[config.mk]
export PLATFORM = sky130hd
export DESIGN_NAME = dp_accum
export DESIGN_NICKNAME = d
export VERILOG_FILES = /design/src/rtl/dp_accum_pkg.sv /design/src/rtl/dp_accum_decode.sv /design/src/rtl/dp_accum_adder.sv /design/src/rtl/dp_accum_logic.sv /design/src/rtl/dp_accum.sv
export SDC_FILE = /design/constraint.sdc
export NUM_CORES = 1
export LEC_CHECK = 0
export ABC_CLOCK_PERIOD_IN_PS = 4120
export BUFFER_PORTS_ARGS = -buffer_cell sky130_fd_sc_hd__clkbuf_2
export CORE_ASPECT_RATIO = 1.25
export CORE_MARGIN = 8
export CORE_UTILIZATION = 47
export CTS_CLUSTER_SIZE = 40
export DETAILED_ROUTE_END_ITERATION = 12
export GPL_ROUTABILITY_DRIVEN = 0
export MAX_ROUTING_LAYER = met4
export PLACE_DENSITY = 0.83
export SYNTH_ARGS = -nofsm -noshare
export SYNTH_HDL_FRONTEND = slang
export SYNTH_SLANG_ARGS = --single-unit
[constraint.sdc]
create_clock -name clk -period 4.12 [get_ports clk]
set_input_delay 1.236 -clock clk [delete_from_list [all_inputs] [get_ports clk]]
set_output_delay 1.236 -clock clk [all_outputs]
set_load 0.05 [all_outputs]
[src/rtl/dp_accum_pkg.sv]
package dp_accum_pkg;
  localparam int OP_W = 4;

  typedef enum logic [OP_W-1:0] {
    OP_NOP  = 4'h0,
    OP_ADC  = 4'h1,
    OP_ADDM = 4'h2,
    OP_ADDI = 4'h3,
    OP_AND  = 4'h4,
    OP_OR   = 4'h5,
    OP_ROR  = 4'h6,
    OP_SETC = 4'h7,
    OP_CLRC = 4'h8,
    OP_A2B  = 4'h9,
    OP_B2A  = 4'hA,
    OP_P2E  = 4'hB,
    OP_E2P  = 4'hC
  } op_e;

  typedef enum logic [2:0] {
    ASRC_SUM, ASRC_AND, ASRC_OR, ASRC_ROR, ASRC_AUX, ASRC_EXT
  } asrc_e;

  typedef enum logic [1:0] {
    CSRC_SUM, CSRC_ROR, CSRC_ONE, CSRC_ZERO
  } csrc_e;

  typedef struct packed {
    logic  a_we;
    asrc_e a_src;
    logic  b_we;
    logic  b_from_e;
    logic  e_we;
    logic  c_we;
    csrc_e c_src;
    logic  use_imm;
    logic  use_cin;
    logic  skip_en;
  } ctl_t;
endpackage

[src/rtl/dp_accum_decode.sv]
module dp_accum_decode
  import dp_accum_pkg::*;
(
  input  logic [OP_W-1:0] op,
  output ctl_t            ctl
);
  op_e op_q;
  assign op_q = op_e'(op);

  always_comb begin
    ctl          = '0;
    ctl.a_src    = ASRC_SUM;
    ctl.c_src    = CSRC_SUM;
    case (op_q)
      OP_ADC: begin
        ctl.a_we    = 1'b1;
        ctl.use_cin = 1'b1;
        ctl.c_we    = 1'b1;
        ctl.c_src   = CSRC_SUM;
      end
      OP_ADDM: ctl.a_we = 1'b1;
      OP_ADDI: begin
        ctl.a_we    = 1'b1;
        ctl.use_imm = 1'b1;
        ctl.skip_en = 1'b1;
      end
      OP_AND: begin
        ctl.a_we  = 1'b1;
        ctl.a_src = ASRC_AND;
      end
      OP_OR: begin
        ctl.a_we  = 1'b1;
        ctl.a_src = ASRC_OR;
      end
      OP_ROR: begin
        ctl.a_we  = 1'b1;
        ctl.a_src = ASRC_ROR;
        ctl.c_we  = 1'b1;
        ctl.c_src = CSRC_ROR;
      end
      OP_SETC: begin
        ctl.c_we  = 1'b1;
        ctl.c_src = CSRC_ONE;
      end
      OP_CLRC: begin
        ctl.c_we  = 1'b1;
        ctl.c_src = CSRC_ZERO;
      end
      OP_A2B: ctl.b_we = 1'b1;
      OP_B2A: begin
        ctl.a_we  = 1'b1;
        ctl.a_src = ASRC_AUX;
      end
      OP_P2E: ctl.e_we = 1'b1;
      OP_E2P: begin
        ctl.a_we     = 1'b1;
        ctl.a_src    = ASRC_EXT;
        ctl.b_we     = 1'b1;
        ctl.b_from_e = 1'b1;
      end
      default: ctl = ctl;
    endcase
  end
endmodule

[src/rtl/dp_accum_adder.sv]
module dp_accum_adder #(
  parameter int W = 4
) (
  input  logic [W-1:0] x,
  input  logic [W-1:0] y,
  input  logic         cin,
  output logic [W-1:0] sum,
  output logic         cout
);
  logic [W:0] cy;
  assign cy[0] = cin;

  for (genvar i = 0; i < W; i++) begin : g_fa
    assign sum[i]  = x[i] ^ y[i] ^ cy[i];
    assign cy[i+1] = (x[i] & y[i]) | (cy[i] & (x[i] ^ y[i]));
  end

  assign cout = cy[W];
endmodule

[src/rtl/dp_accum_logic.sv]
module dp_accum_logic #(
  parameter int W = 4
) (
  input  logic [W-1:0] a,
  input  logic [W-1:0] m,
  input  logic         cin,
  output logic [W-1:0] and_o,
  output logic [W-1:0] or_o,
  output logic [W-1:0] ror_o,
  output logic         ror_c
);
  assign and_o = a & m;
  assign or_o  = a | m;
  assign ror_o = {cin, a[W-1:1]};
  assign ror_c = a[0];
endmodule

[src/rtl/dp_accum.sv]
module dp_accum
  import dp_accum_pkg::*;
#(
  parameter int NIB_W = 4
) (
  input  logic                 clk,
  input  logic                 rst,
  input  logic [OP_W-1:0]      op_i,
  input  logic [NIB_W-1:0]     mem_i,
  input  logic [NIB_W-1:0]     imm_i,
  output logic [NIB_W-1:0]     acc_o,
  output logic [NIB_W-1:0]     aux_o,
  output logic [2*NIB_W-1:0]   ext_o,
  output logic                 carry_o,
  output logic                 skip_o
);
  localparam int EXT_W = 2 * NIB_W;

  ctl_t             ctl;
  logic [NIB_W-1:0] acc_q, aux_q;
  logic [EXT_W-1:0] ext_q;
  logic             cy_q, skip_q;

  logic [NIB_W-1:0] add_y, sum, and_r, or_r, ror_r;
  logic             cout, ror_c;
  logic [NIB_W-1:0] a_nx, b_nx;
  logic             c_nx;

  dp_accum_decode u_dec (
    .op  (op_i),
    .ctl (ctl)
  );

  assign add_y = ctl.use_imm ? imm_i : mem_i;

  dp_accum_adder #(.W(NIB_W)) u_add (
    .x    (acc_q),
    .y    (add_y),
    .cin  (ctl.use_cin & cy_q),
    .sum  (sum),
    .cout (cout)
  );

  dp_accum_logic #(.W(NIB_W)) u_log (
    .a     (acc_q),
    .m     (mem_i),
    .cin   (cy_q),
    .and_o (and_r),
    .or_o  (or_r),
    .ror_o (ror_r),
    .ror_c (ror_c)
  );

  always_comb begin
    case (ctl.a_src)
      ASRC_AND: a_nx = and_r;
      ASRC_OR:  a_nx = or_r;
      ASRC_ROR: a_nx = ror_r;
      ASRC_AUX: a_nx = aux_q;
      ASRC_EXT: a_nx = ext_q[NIB_W-1:0];
      default:  a_nx = sum;
    endcase
  end

  assign b_nx = ctl.b_from_e ? ext_q[EXT_W-1:NIB_W] : acc_q;

  always_comb begin
    case (ctl.c_src)
      CSRC_ROR:  c_nx = ror_c;
      CSRC_ONE:  c_nx = 1'b1;
      CSRC_ZERO: c_nx = 1'b0;
      default:   c_nx = cout;
    endcase
  end

  always_ff @(posedge clk) begin
    if (rst) begin
      acc_q  <= '0;
      aux_q  <= '0;
      ext_q  <= '0;
      cy_q   <= 1'b0;
      skip_q <= 1'b0;
    end else begin
      if (ctl.a_we) acc_q <= a_nx;
      if (ctl.b_we) aux_q <= b_nx;
      if (ctl.e_we) ext_q <= {aux_q, acc_q};
      if (ctl.c_we) cy_q  <= c_nx;
      skip_q <= ctl.skip_en & cout;
    end
  end

  assign acc_o   = acc_q;
  assign aux_o   = aux_q;
  assign ext_o   = ext_q;
  assign carry_o = cy_q;
  assign skip_o  = skip_q;
endmodule

# Word level (Yosys, flattened, before mapping)
# Cells that the tools add are included.
dict set report word_totals {
  register_bits 18
  inputBits 14
  output_inout_bits 18
  elab_cells 63
}
dict set report op_classes {
  eq_ne 20
  mux 12
  bitwise_logic 24
  reduce_logical 2
}
# operator n
set ops {}
lappend ops {{4-bit equality test (second input constant)} 5}
lappend ops {{4-bit one-hot mux with 5 select lines} 1}
lappend ops {{4-bit by 3-bit equality test with 1-bit output (second input constant)} 4}
lappend ops {{3-bit one-hot mux with 5 select lines} 1}
lappend ops {{3-bit one-hot mux with 4 select lines} 1}
lappend ops {{1-bit AND} 10}
lappend ops {{4-bit by 2-bit equality test with 1-bit output (second input constant)} 2}
lappend ops {{4-bit two-way mux} 2}
lappend ops {{8-bit OR reduction} 1}
lappend ops {{1-bit bitwise XOR} 8}
lappend ops {{3-bit by 2-bit equality test with 1-bit output (second input constant)} 2}
lappend ops {{3-bit equality test (second input constant)} 2}
lappend ops {{1-bit two-way mux} 6}
lappend ops {{4-bit AND} 1}
lappend ops {{2-bit equality test (second input constant)} 2}
lappend ops {{4-bit by 1-bit equality test with 1-bit output (second input constant)} 1}
lappend ops {{1-bit bitwise OR} 4}
lappend ops {{4-bit bitwise OR} 1}
lappend ops {{3-bit by 1-bit equality test with 1-bit output (second input constant)} 1}
lappend ops {{1-bit one-hot mux with 3 select lines} 1}
lappend ops {{2-bit by 1-bit equality test with 1-bit output (second input constant)} 1}
lappend ops {{2-bit OR reduction} 1}

# Logic depth before layout (Yosys ltp)
# Gate-level depths: netlist of run 1.
dict set report depth {
  word_depth 13
  depth_mapped 15
  ltp_nobuf 14
}

# By module
# Synthesis of run 1 repeated with hierarchy kept, for this count alone.
dict set report unflattened {
  hier_cells 168
  area_unflattened_um2 1418.9
}
# module instances cells_per_inst area_per_inst_um2 seq_area_each_um2
set modules_own_cells {}
lappend modules_own_cells {dp_accum 1 112 999.7 360.3}
lappend modules_own_cells {dp_accum_decode 1 29 209.0 0.0}
lappend modules_own_cells {dp_accum_adder 1 14 117.6 0.0}
lappend modules_own_cells {dp_accum_logic 1 13 92.6 0.0}

# Least setup slack after synthesis of run 1
# Ideal clock, no wire load.
dict set report synth_timing {
  path_kind {in2reg}
  startpoint {input port op_i[1]}
  endpoint {register cy_q, in the netlist carry_o}
  setup_ns 0.095
  arrival_time_ns 3.753
  required_ns 4.025
  slack_ns 0.272
  path_stages 15
  path_buffers 1
  path_cell_list {buf_2 nand2_1 nor3_2 mux2i_1 fa_1 inv_1 fa_1 inv_1 fa_1 inv_1 fa_1 inv_1 o32ai_1 nand2_1 a221oi_1}
}
dict set report synth_via {
  elab_chain_len 13
  word_cells_on_any_way 30
  classes_between {eq/ne (8); mux (5); bitwise (17)}
}
# item line
set synth_rtl {}
lappend synth_rtl {{start: declaration} dp_accum.sv:8} ;# input logic [OP_W-1:0] op_i,
lappend synth_rtl {{4-bit by 2-bit equality test with 1-bit output} dp_accum_decode.sv:14} ;# case (op_q)
lappend synth_rtl {{1-bit two-way mux} dp_accum_decode.sv:14}
lappend synth_rtl {{4-bit two-way mux} dp_accum.sv:34} ;# assign add_y = ctl.use_imm ? imm_i : mem_i;
lappend synth_rtl {{1-bit bitwise XOR} dp_accum_adder.sv:15} ;# assign cy[i+1] = (x[i] & y[i]) | (cy[i] & (x[i] ^ y[i]));
lappend synth_rtl {{1-bit AND} dp_accum_adder.sv:15}
lappend synth_rtl {{1-bit bitwise OR} dp_accum_adder.sv:15}
lappend synth_rtl {{1-bit AND} dp_accum_adder.sv:15}
lappend synth_rtl {{1-bit bitwise OR} dp_accum_adder.sv:15}
lappend synth_rtl {{1-bit AND} dp_accum_adder.sv:15}
lappend synth_rtl {{1-bit bitwise OR} dp_accum_adder.sv:15}
lappend synth_rtl {{1-bit AND} dp_accum_adder.sv:15}
lappend synth_rtl {{1-bit bitwise OR} dp_accum_adder.sv:15}
lappend synth_rtl {{1-bit one-hot mux with 3 select lines} dp_accum.sv:68} ;# case (ctl.c_src)
lappend synth_rtl {{end signal: assignment} dp_accum.sv:87} ;# if (ctl.c_we) cy_q <= c_nx;
lappend synth_rtl {{end: declaration} dp_accum.sv:22} ;# logic cy_q, skip_q;
# Parallel ways exist; a longest one is shown, timed or not.
# A chain may end at the register's enable or synchronous reset.

# Final worst setup path of run 1
dict set report layout_timing {
  startpoint {input port op_i[3]}
  endpoint {register cy_q, in the netlist carry_o}
}
# Same word-level chain as after synthesis.

==> results of run 1 <==
-- cell families after synthesis --
family	synth area share
AND/OR/NAND/NOR	0.285
buffers and inverters	0.0624
flip-flops	0.299
adder cells (fa/ha/maj)	0.0915
multiplexers	0.0686
AO/OA/AOI/OAI	0.193
-- metal layers --
metal / vias to the layer above / share of wire
met5: - / 0
met4: 0 / 0.020
met3: 11 / 0.078
met2: 77 / 0.51
met1: 589 / 0.39
li1: 602 / -
-- area by class of cell --
type                    count  share of cell area
multi-input cells         118               0.540
flip-flops and latches     18               0.254
repair buffers             35               0.130
well taps                  33              0.0290
clock buffers               4              0.0255
inverters                   8              0.0211
-- cells in the mapped netlist, types with 2 or more instances --
cell | count | area (µm²)
a221oi_1 | 3 | 26.3
nor3_1 | 7 | 35.0
o21ai_0 | 5 | 25.0
o32a_1 | 2 | 20.0
nor2b_1 | 2 | 12.5
a22oi_1 | 3 | 22.5
buf_4 | 3 | 22.5
or3_1 | 2 | 12.5
nand2_1 | 25 | 93.8
nand3b_1 | 2 | 15.0
nand3_1 | 3 | 15.0
nor4_1 | 4 | 25.0
a21oi_1 | 10 | 50.1
nor2_1 | 14 | 52.6
nand2b_1 | 4 | 25.0
dfxtp_1 | 18 | 360
maj3_1 | 3 | 30.0
mux2i_1 | 6 | 60.1
mux2_2 | 2 | 22.5
inv_1 | 8 | 30.0
a211oi_1 | 4 | 30.0
fa_1 | 4 | 80.1
buf_2 | 3 | 15.0
-- power by group --
part	total (mW)	internal, mW	switching (mW)
registers	0.196	0.181	0.0142
clock network	0.116	0.0540	0.0620
logic	0.119	0.0412	0.0782
total	0.431	0.277	0.154
-- worst min-delay path: stages (launching register included) --
cell and delay (ns):
dfxtp_1 0.33, nand2_1 0.06, a21oi_1 0.05
-- state kept, by name (all words and copies together) (netlist names) --
name,flops
acc_o,4
carry_o,1
aux_o,4
skip_o,1
ext_o,8
-- worst max path at each step --
stage,from,to,depth (start not counted)
2_1_floorplan,op_i[1],carry_o,15
3_3_place_gp,op_i[3],acc_o[3],12
3_5_place_dp,op_i[3],carry_o,14
4_1_cts,op_i[3],carry_o,14
5_1_grt,op_i[3],carry_o,14
6_report,op_i[3],carry_o,14
-- per-stage QoR --
step / area (µm²) / worst slack, ns / instances / power, mW
6_report: 1420 / 0.496 / 216 / 0.431
2_1_floorplan: 1200 / 0.272 / 152 / 0.283
5_1_grt: 1420 / 0.278 / 216 / 0.449
3_5_place_dp: 1390 / 0.192 / 212 / 0.317
3_3_place_gp: 1390 / 0.297 / 212 / 0.313
4_1_cts: 1420 / 0.499 / 216 / 0.429
==> results.env, run 1 <==
RESULT_OF_THE_RUN='complete, no violations'
FIRST_GLOBAL_VIAS=1279
REPORT.FINAL.SLEW_VIOL_COUNT=0
TIMING.RR.END='carry_o'
INITIAL_UTILIZATION=0.496
CP_MAX_FO=15
GRT_UTIL_MET1=0.190
HOLD_BUFFERS=0
SYNTH.DISTINCT_CELLS=38
WHS_PATH_DEPTH=2
CLOCK_INSERTION_DELAY_WORST_SKEW_NS=0.31
WORST_HOLD_PATH.ENDPOINT='ext_o[5]'
REG2REGPATHDEPTH=12
FIRST_PASS_GRT_WIRE_LENGTH_UM=5700
INPUT_OUTPUT_BUFFERS=31
ROUTE.DETAILED.DRC=0
WL_PER_CELL_UM=15.9
WORST_SETUP_PATH_END_KIND='register'
WORST_PATH_MAX_DELAY_CELL='fa_1'
WORST_PIN_SLEW_NS=0.568
SETUP_TNS_NS=0
COUNT_OF_FLIP_FLOPS_WITH_A_BUILT_IN_ENABLE_AFTER_SYNTHESIS=0
DRT_FIRST_ITER_VIOLATIONS=73
FRACTION_OF_SYNTHESIS_FLOPS_USING_AN_ASYNCHRONOUS_SET_OR_RESET_PIN=0
DIODES=0
START_KIND='primary input'
NUMCTSBUFFERS=3
DETAIL_ROUTE.FIRST_PASS.ITERATIONS=4
BUF_INV_ON_CP=5
VIA_PER_INST=5.92
TIMING.MAX_SLEW.REL_SLACK=0.620
AREA_OF_ALL_SEQUENTIAL_STANDARD_CELLS_UM2=360
CORE_AREA_MM2=0.00243
ROUTED_WL_UM=3440
CLOCK-ROOT-BUFFER='clkbuf_4'
HOLD-WORST-SLACK_NS=0.481
LARGEST_NET_DEGREE_AT_THE_START_OF_GLOBAL_ROUTING=20
WORST_HOLD_PATH_TYPE='reg -> reg'
DIE_W_UM=61.3
NUM_VIAS=1279
CTS_SETUP_BUFFERS=0
ANTENNA_VIOLATING_NETS_POST_ROUTE=0
FINAL_CELL_MIX='clkbuf_2 (31), nand2_1 (25), dfxtp_1 (18)'
GRT.MET2_USAGE=0.272
SYNTH_SEQUENTIAL_AREA_RATIO=0.299
GRT.MET3_USAGE=0.0335
GLOBALROUTE.BUSIESTLAYER='met2'
DIE_HEIGHT_UM=72.6
NETLIST_INSTANCES=152
GRT_ANTENNA_BEFORE_REPAIR=0
MAXIMUM_LEVEL_OF_THE_CTS_H_TREE=1
DRIVE_GT1_FRAC=0.251
FILLCELLCOUNT=237
CRITICAL_PATH.CELL_CHAIN='clkbuf_2 > nor3_2 > mux2i_1 > fa_1 > inv_1 > fa_1 > inv_1 > fa_1 > inv_1 > fa_1 > inv_1 > o32ai_1 > nand2_1 > a221oi_1'
SYNTH.NET_COUNT=170
BOUNDARYPINS=32
TIMING.FINAL.SETUP_VIOLATIONS=0
FMAXACHIEVABLE_MHz=276
FLOORPLAN.DIE_AREA_MM2=0.00445
MIN_PERIOD_OVER_PERIOD=0.880
POWER_LEAKAGE_nW=0.566
CRITICAL_PATH_ARRIVAL_NS=3.85
MULTIINPUTGATEAREA_UM2=768
DETAILED_PLACE_HPWL_UM=2620
CRITICAL_PATH_REQUIRED_NS=4.35
FINISH.UTILIZATION=0.586
FINISH.NET_COUNT=202
GRT_SETUP_UNREPAIRED='no'
GRT_USE_TOTAL=0.168
FIN_SKEW_NS=0.00505
SYNTH_AREA_MM2=0.00120
POWER.IR.VDD_WORST_mV=0.232
CTS-ROOT-TO-SINK-BUFFERS=2
SYN_TO_FINAL_GROWTH_PCT=18.1
ROWS=20
YS_SEQ_ELEMENTS=18
OVERFLOW=0
MOSTFREQUENTLAYOUTCELL='clkbuf_2'
POSTSYNTH.TOPFLOPCELL='dfxtp_1'
TRITONCTS='done'
PATH_DELAY_FAMILY='adder cells'
MAX_CAP_VIOL_COUNT=0
POWER_DENSITY_mW_PER_MM2=303
LAUNCH_POINT_OF_THE_WORST_HOLD_PATH='ext_o[5]'
CRITICAL_PATH.REG2REG.STARTPOINT='acc_o[0]'
PERIOD_NEEDED_NS=3.62
SYNTHESIS.YOSYS.WARNINGS=0
CTS.CLK_SLEW.WORST_PATHS_NS=0.11
PATH_CLASS='in -> reg'
RRSETUPSLACK_NS=1.42
CTS_RESIZED=0
FINAL_HOLD_VIOL_COUNT=0
CLOCK-SINKS=18
CP_SLOWEST_STAGE_DELAY_NS=0.39
POSTSYNTHAREAPERCELL_UM2=7.92
No activity file was read; power rests on OpenSTA's default activity.
==> run 2, diff against run 1 <==
Settings changed: ABC_AREA from default to 1.
==> results.env, run 2 <==
WL_PER_CELL_UM=12.0
PATH_CLASS='in -> reg'
REPORT.FINAL.SLEW_VIOL_COUNT=0
DETAIL_ROUTE.FIRST_PASS.ITERATIONS=4
POWER_LEAKAGE_nW=0.767
CLOCK-ROOT-BUFFER='clkbuf_4'
CLOCK_INSERTION_DELAY_WORST_SKEW_NS=0.30
SETUP_TNS_NS=0
FINISH.NET_COUNT=248
SYNTH.DISTINCT_CELLS=19
MIN_PERIOD_OVER_PERIOD=0.849
WORST_HOLD_PATH_TYPE='reg -> reg'
MOSTFREQUENTLAYOUTCELL='nand2_1'
LARGEST_REG_FLOPS=8
CRITICAL_PATH_REQUIRED_NS=4.33
YOSYS-TOP-CELLS-COUNT='nand2_1 (56), nor2_1 (32), inv_1 (26)'
HOLD_BUFFERS=0
YOSYSTOPAREACELL='dfxtp_1'
BOUNDARYPINS=32
DETAILED_PLACE_HPWL_UM=2510
FINAL_HOLD_VIOL_COUNT=0
INITIAL_UTILIZATION=0.483
COUNT_OF_FLIP_FLOPS_WITH_A_BUILT_IN_ENABLE_AFTER_SYNTHESIS=0
DRIVE_GT1_FRAC=0.179
BUF_INV_ON_CP=5
SYNTH_AREA_LEADERS='dfxtp_1 (29%), nand2_1 (17%), nor2_1 (9.6%), inv_1 (7.8%), o21ai_0 (7.2%)'
TRITONCTS='done'
SWSHARE=0.367
DIE_HEIGHT_UM=73.8
DIODES=0
DRT_FIRST_ITER_VIOLATIONS=50
CLOCK-SINKS=18
SYNTHESIS.YOSYS.WARNINGS=0
FINAL_CELL_MIX='nand2_1 (56), nor2_1 (32), clkbuf_2 (31)'
FIRST_PASS_GRT_WIRE_LENGTH_UM=5060
NUM_VIAS=1330
CTS.CLK_SLEW.WORST_PATHS_NS=0.10
VIA_PER_INST=5.06
REPORT.POWER.TOTAL_mW=0.430
FMAXACHIEVABLE_MHz=286
PERIOD_NEEDED_NS=3.50
COMB_POWER_SHARE=0.283
GRT_USE_TOTAL=0.139
NET_SW_POWER_mW=0.158
SYNTH_AREA_MM2=0.00126
CRITICAL_PATH_ARRIVAL_NS=3.70
SYN_TO_FINAL_GROWTH_PCT=14.6
START_KIND='primary input'
ANTENNA_VIOLATING_NETS_POST_ROUTE=0
TIMING.MAX_SLEW.REL_SLACK=0.529
RESULT_OF_THE_RUN='complete, no violations'
ROUTED_WL_UM=3160
GRT_ANTENNA_BEFORE_REPAIR=0
FLOORPLAN.DIE_AREA_MM2=0.00459
POWER.INTERNAL_mW=0.272
YS_SEQ_ELEMENTS=18
POSTSYNTHAREAPERCELL_UM2=6.28
CP_SLOWEST_STAGE_DELAY_NS=0.41
CTS_RESIZED=0
ROUTE.DETAILED.DRC=0
CTS_SETUP_BUFFERS=0
NUMCTSBUFFERS=3
P_SEQ_FRAC=0.457
CTS-ROOT-TO-SINK-BUFFERS=2
FIN_SKEW_NS=0.000483
DIE_W_UM=62.2
GRT_SETUP_UNREPAIRED='no'
HOLD-WORST-SLACK_NS=0.532
INPUT_OUTPUT_BUFFERS=31
PATH_DELAY_FAMILY='adder cells'
YOSYSTOPAREACELLSHARE=0.287
NETLIST_INSTANCES=200
FRACTION_OF_SYNTHESIS_FLOPS_USING_AN_ASYNCHRONOUS_SET_OR_RESET_PIN=0
YOSYSMOSTFREQUENTCELL='nand2_1'
POWER_DENSITY_mW_PER_MM2=299
FIRST_GLOBAL_VIAS=1173
WORST_PATH_MAX_DELAY_CELL='fa_1'
POSTSYNTH.TOPFLOPCELL='dfxtp_1'
ROWS=21
WORST_PIN_SLEW_NS=0.705
POWER.IR.VDD_WORST_mV=0.163
CLOCK_POWER_SHARE=0.260
OVERFLOW=0
TIMING.FINAL.SETUP_VIOLATIONS=0
CP_MAX_FO=6
CRITICAL_PATH.CELL_CHAIN='clkbuf_2 > nor2_1 > nand3_1 > nand2_1 > o21ai_0 > fa_1 > inv_1 > fa_1 > inv_1 > fa_1 > inv_1 > fa_1 > inv_1 > o21ai_0 > nand2_1 > a21oi_1'
SYNTH_SEQUENTIAL_AREA_RATIO=0.287
SYNTH.NET_COUNT=218
CORE_AREA_MM2=0.00260
LARGEST_NET_DEGREE_AT_THE_START_OF_GLOBAL_ROUTING=14
MAX_CAP_VIOL_COUNT=0
WORST_SETUP_PATH_END_KIND='register'
MAXIMUM_LEVEL_OF_THE_CTS_H_TREE=1
FINISH.UTILIZATION=0.554
[run 2: final cells by class]
| cell class | count | area, µm² |
|---|---|---|
| fill | 274 | 1160 |
| multi-input combinational | 147 | 733 |
| sequential | 18 | 360 |
| timing repair buffer | 32 | 163 |
| inverter | 28 | 105 |
| tap | 34 | 42.5 |
| clock buffer | 4 | 36.3 |
[run 2: cell families (layout without fill, tap and decap cells)]
kind of cell / Yosys count / count (layout) / share of synthesized area
AO/OA/AOI/OAI: 37 / 37 / 0.159
adder cells (fa/ha/maj): 4 / 4 / 0.0637
buffers and inverters: 35 / 64 / 0.129
flip-flops: 18 / 18 / 0.287
AND/OR/NAND/NOR: 106 / 106 / 0.361
[run 2: routing by layer]
metal | share of wire | up-vias | GRT usage
li1 | - | 684 | -
met1 | 0.44 | 612 | 0.148
met2 | 0.49 | 27 | 0.244
met3 | 0.044 | 7 | 0.0320
met4 | 0.022 | 0 | 0.0623
met5 | 0 | - | -
[run 2: worst paths after layout]
kind            start        to  slack, ns  depth (start not counted)
max           op_i[2]  acc_o[3]       0.62                         16
min          aux_o[1]  ext_o[5]       0.53                          2
max reg2reg  acc_o[0]  acc_o[3]       1.60                         12
min reg2reg  aux_o[1]  ext_o[5]       0.53                          2
[run 2: metrics by stage]
stage / cells / cell area [µm²] / setup WS [ns]
after global routing: 263 / 1440 / 0.388
final: 263 / 1440 / 0.623
after detailed placement: 259 / 1400 / 0.302
after CTS: 263 / 1440 / 0.624
after floorplan: 200 / 1260 / 0.495
after global placement: 259 / 1400 / 0.360
[run 2: worst min-delay path, delay by kind of cell, from the launching register on]
family        cells  cell delay (ns)
flops             1             0.35
simple gates      2             0.15
[run 2: power groups by stage]
stage	logic [mW]	clock network (mW)	registers [mW]
after CTS	0.122	0.114	0.196
after global placement	0.120	0	0.200
after detailed placement	0.122	0	0.200
final	0.122	0.112	0.197
after floorplan	0.0675	0	0.226
after global routing	0.136	0.122	0.198
==> run 3, diff against run 2 <==
Settings changed: ABC_CLOCK_PERIOD_IN_PS 4120 to 3400.
Clock period 4.12 ns to 3.4 ns, I/O delays scaled along.
==> results.env, run 3 (synthesized netlist as in run 2, its figures left out) <==
CTS.CLK_SLEW.WORST_PATHS_NS=0.10
CTS-ROOT-TO-SINK-BUFFERS=2
FINAL_CELL_MIX='nand2_1 (56), nor2_1 (32), clkbuf_2 (31)'
FILLCELLCOUNT=261
FLOORPLAN.DIE_AREA_MM2=0.00459
RESULT_OF_THE_RUN='complete, no violations'
CP_MAX_FO=3
GRT_USE_TOTAL=0.140
ROUTE.DETAILED.DRC=0
POWER.IR.VDD_WORST_mV=0.224
FMAXACHIEVABLE_MHz=319
ANTENNA_VIOLATING_NETS_POST_ROUTE=0
MOSTFREQUENTLAYOUTCELL='nand2_1'
PATH_CLASS='in -> reg'
CRITICAL_PATH_ARRIVAL_NS=3.33
INPUT_OUTPUT_BUFFERS=31
ROWS=21
FIRST_GLOBAL_VIAS=1257
CRITICAL_PATH_REQUIRED_NS=3.60
REPORT.FINAL.SLEW_VIOL_COUNT=0
HOLD-WORST-SLACK_NS=0.532
FINAL_HOLD_VIOL_COUNT=0
HOLD_BUFFERS=0
CP_SLOWEST_STAGE_DELAY_NS=0.40
DRT_FIRST_ITER_VIOLATIONS=46
CLOCK-SINKS=18
POSTPLACECELLAREA_MM2=0.00145
WORST_PATH_MAX_DELAY_CELL='fa_1'
WORST_HOLD_PATH_TYPE='reg -> reg'
POSTLAYOUTCELLAREA_MM2=0.00149
DRIVE_GT1_FRAC=0.204
PATH_DELAY_FAMILY='adder cells'
NUM_VIAS=1346
MAX_CAP_VIOL_COUNT=0
CTS_RESIZED=0
RRSETUPSLACK_NS=0.87
BUF_INV_ON_CP=5
DETAIL_ROUTE.FIRST_PASS.ITERATIONS=4
PERIOD_NEEDED_NS=3.13
DIE_HEIGHT_UM=73.8
MIN_PERIOD_OVER_PERIOD=0.921
POWER_DENSITY_mW_PER_MM2=350
GRT_SETUP_UNREPAIRED='no'
SYN_TO_FINAL_GROWTH_PCT=18.6
CLOCK_INSERTION_DELAY_WORST_SKEW_NS=0.29
DIODES=0
TRITONCTS='done'
CRITICAL_PATH.CELL_CHAIN='clkbuf_2 > nor2_1 > nand3_2 > nand2_1 > o21ai_0 > fa_1 > inv_1 > fa_1 > inv_1 > fa_1 > inv_1 > fa_1 > inv_1 > o21ai_0 > nand2_1 > a21oi_1'
DIE_W_UM=62.2
OVERFLOW=0
INITIAL_UTILIZATION=0.483
START_KIND='primary input'
LARGEST_REG_FLOPS=8
ROUTED_WL_UM=3110
WORST_PIN_SLEW_NS=0.496
FIRST_PASS_GRT_WIRE_LENGTH_UM=5150
GRT_ANTENNA_BEFORE_REPAIR=0
CTS_SETUP_BUFFERS=0
FIN_SKEW_NS=0.000801
FINISH.NET_COUNT=254
NUMCTSBUFFERS=3
MAXIMUM_LEVEL_OF_THE_CTS_H_TREE=1
POWER_LEAKAGE_nW=0.798
TIMING.MAX_SLEW.REL_SLACK=0.667
SETUP_TNS_NS=0
REPORT.POWER.TOTAL_mW=0.522
DETAILED_PLACE_HPWL_UM=2480
WORST_SETUP_PATH_END_KIND='register'
WL_PER_CELL_UM=11.6
VIA_PER_INST=5.00
LARGEST_NET_DEGREE_AT_THE_START_OF_GLOBAL_ROUTING=14
BOUNDARYPINS=32
TIMING.FINAL.SETUP_VIOLATIONS=0
CORE_AREA_MM2=0.00260
CLOCK-ROOT-BUFFER='clkbuf_4'
==> run 3: changes by cell type in the layout (fill, tap and decap cells not counted) <==
cell     previous run  this run
buf_4               1         7
nand3_1            11        10
nand3_2             0         1
==> run 3: layer usage <==
| metal | track usage | vias up | wire length [µm] |
|---|---|---|---|
| li1 | - | 695 | - |
| met1 | 0.144 | 605 | 1310 |
| met2 | 0.243 | 35 | 1530 |
| met3 | 0.0274 | 11 | 175 |
| met4 | 0.0909 | 0 | 103 |
| met5 | - | - | 0 |
==> run 3: worst reg2reg max path: stages, from the launching register on <==
cell     delay (ns)
dfxtp_1        0.46
inv_1          0.16
fa_1           0.43
inv_1          0.07
fa_1           0.15
inv_1          0.05
fa_1           0.36
inv_1          0.08
fa_1           0.40
inv_1          0.06
o21ai_0        0.08
nand2_1        0.09
a21oi_1        0.05
==> run 3: layout make-up <==
class	instances	area, µm²	share of cell area
Tap cell	34	42.5	0.0285
Inverter	28	105	0.0705
Multi-Input combinational cell	147	738	0.495
Clock buffer	4	36.3	0.0243
Timing Repair Buffer	38	208	0.139
Sequential cell	18	360	0.242
==> run 3: worst paths after layout <==
kind / from / to / depth (start not counted)
worst max-delay path: op_i[2] / acc_o[3] / 16
worst min-delay path: ext_o[6] / aux_o[2] / 2
worst max register to register: acc_o[0] / acc_o[3] / 12
worst min register to register: ext_o[6] / aux_o[2] / 2
==> run 3: stage by stage <==
| step | std cells | setup WS [ns] | util |
|---|---|---|---|
| after floorplan | 200 | 0.0345 | - |
| after global placement | 265 | -0.0208 | 0.559 |
| after detailed placement | 265 | -0.0662 | 0.559 |
| after CTS | 269 | 0.250 | 0.573 |
| after global routing | 269 | 0.0650 | 0.573 |
| final | 269 | 0.268 | 0.573 |
==> run 3: where the power goes <==
part           switching, mW  leakage (nW)  internal [mW]
sequential            0.0161         0.147          0.222
clock                 0.0658        0.0210         0.0653
combinational          0.106         0.630         0.0465
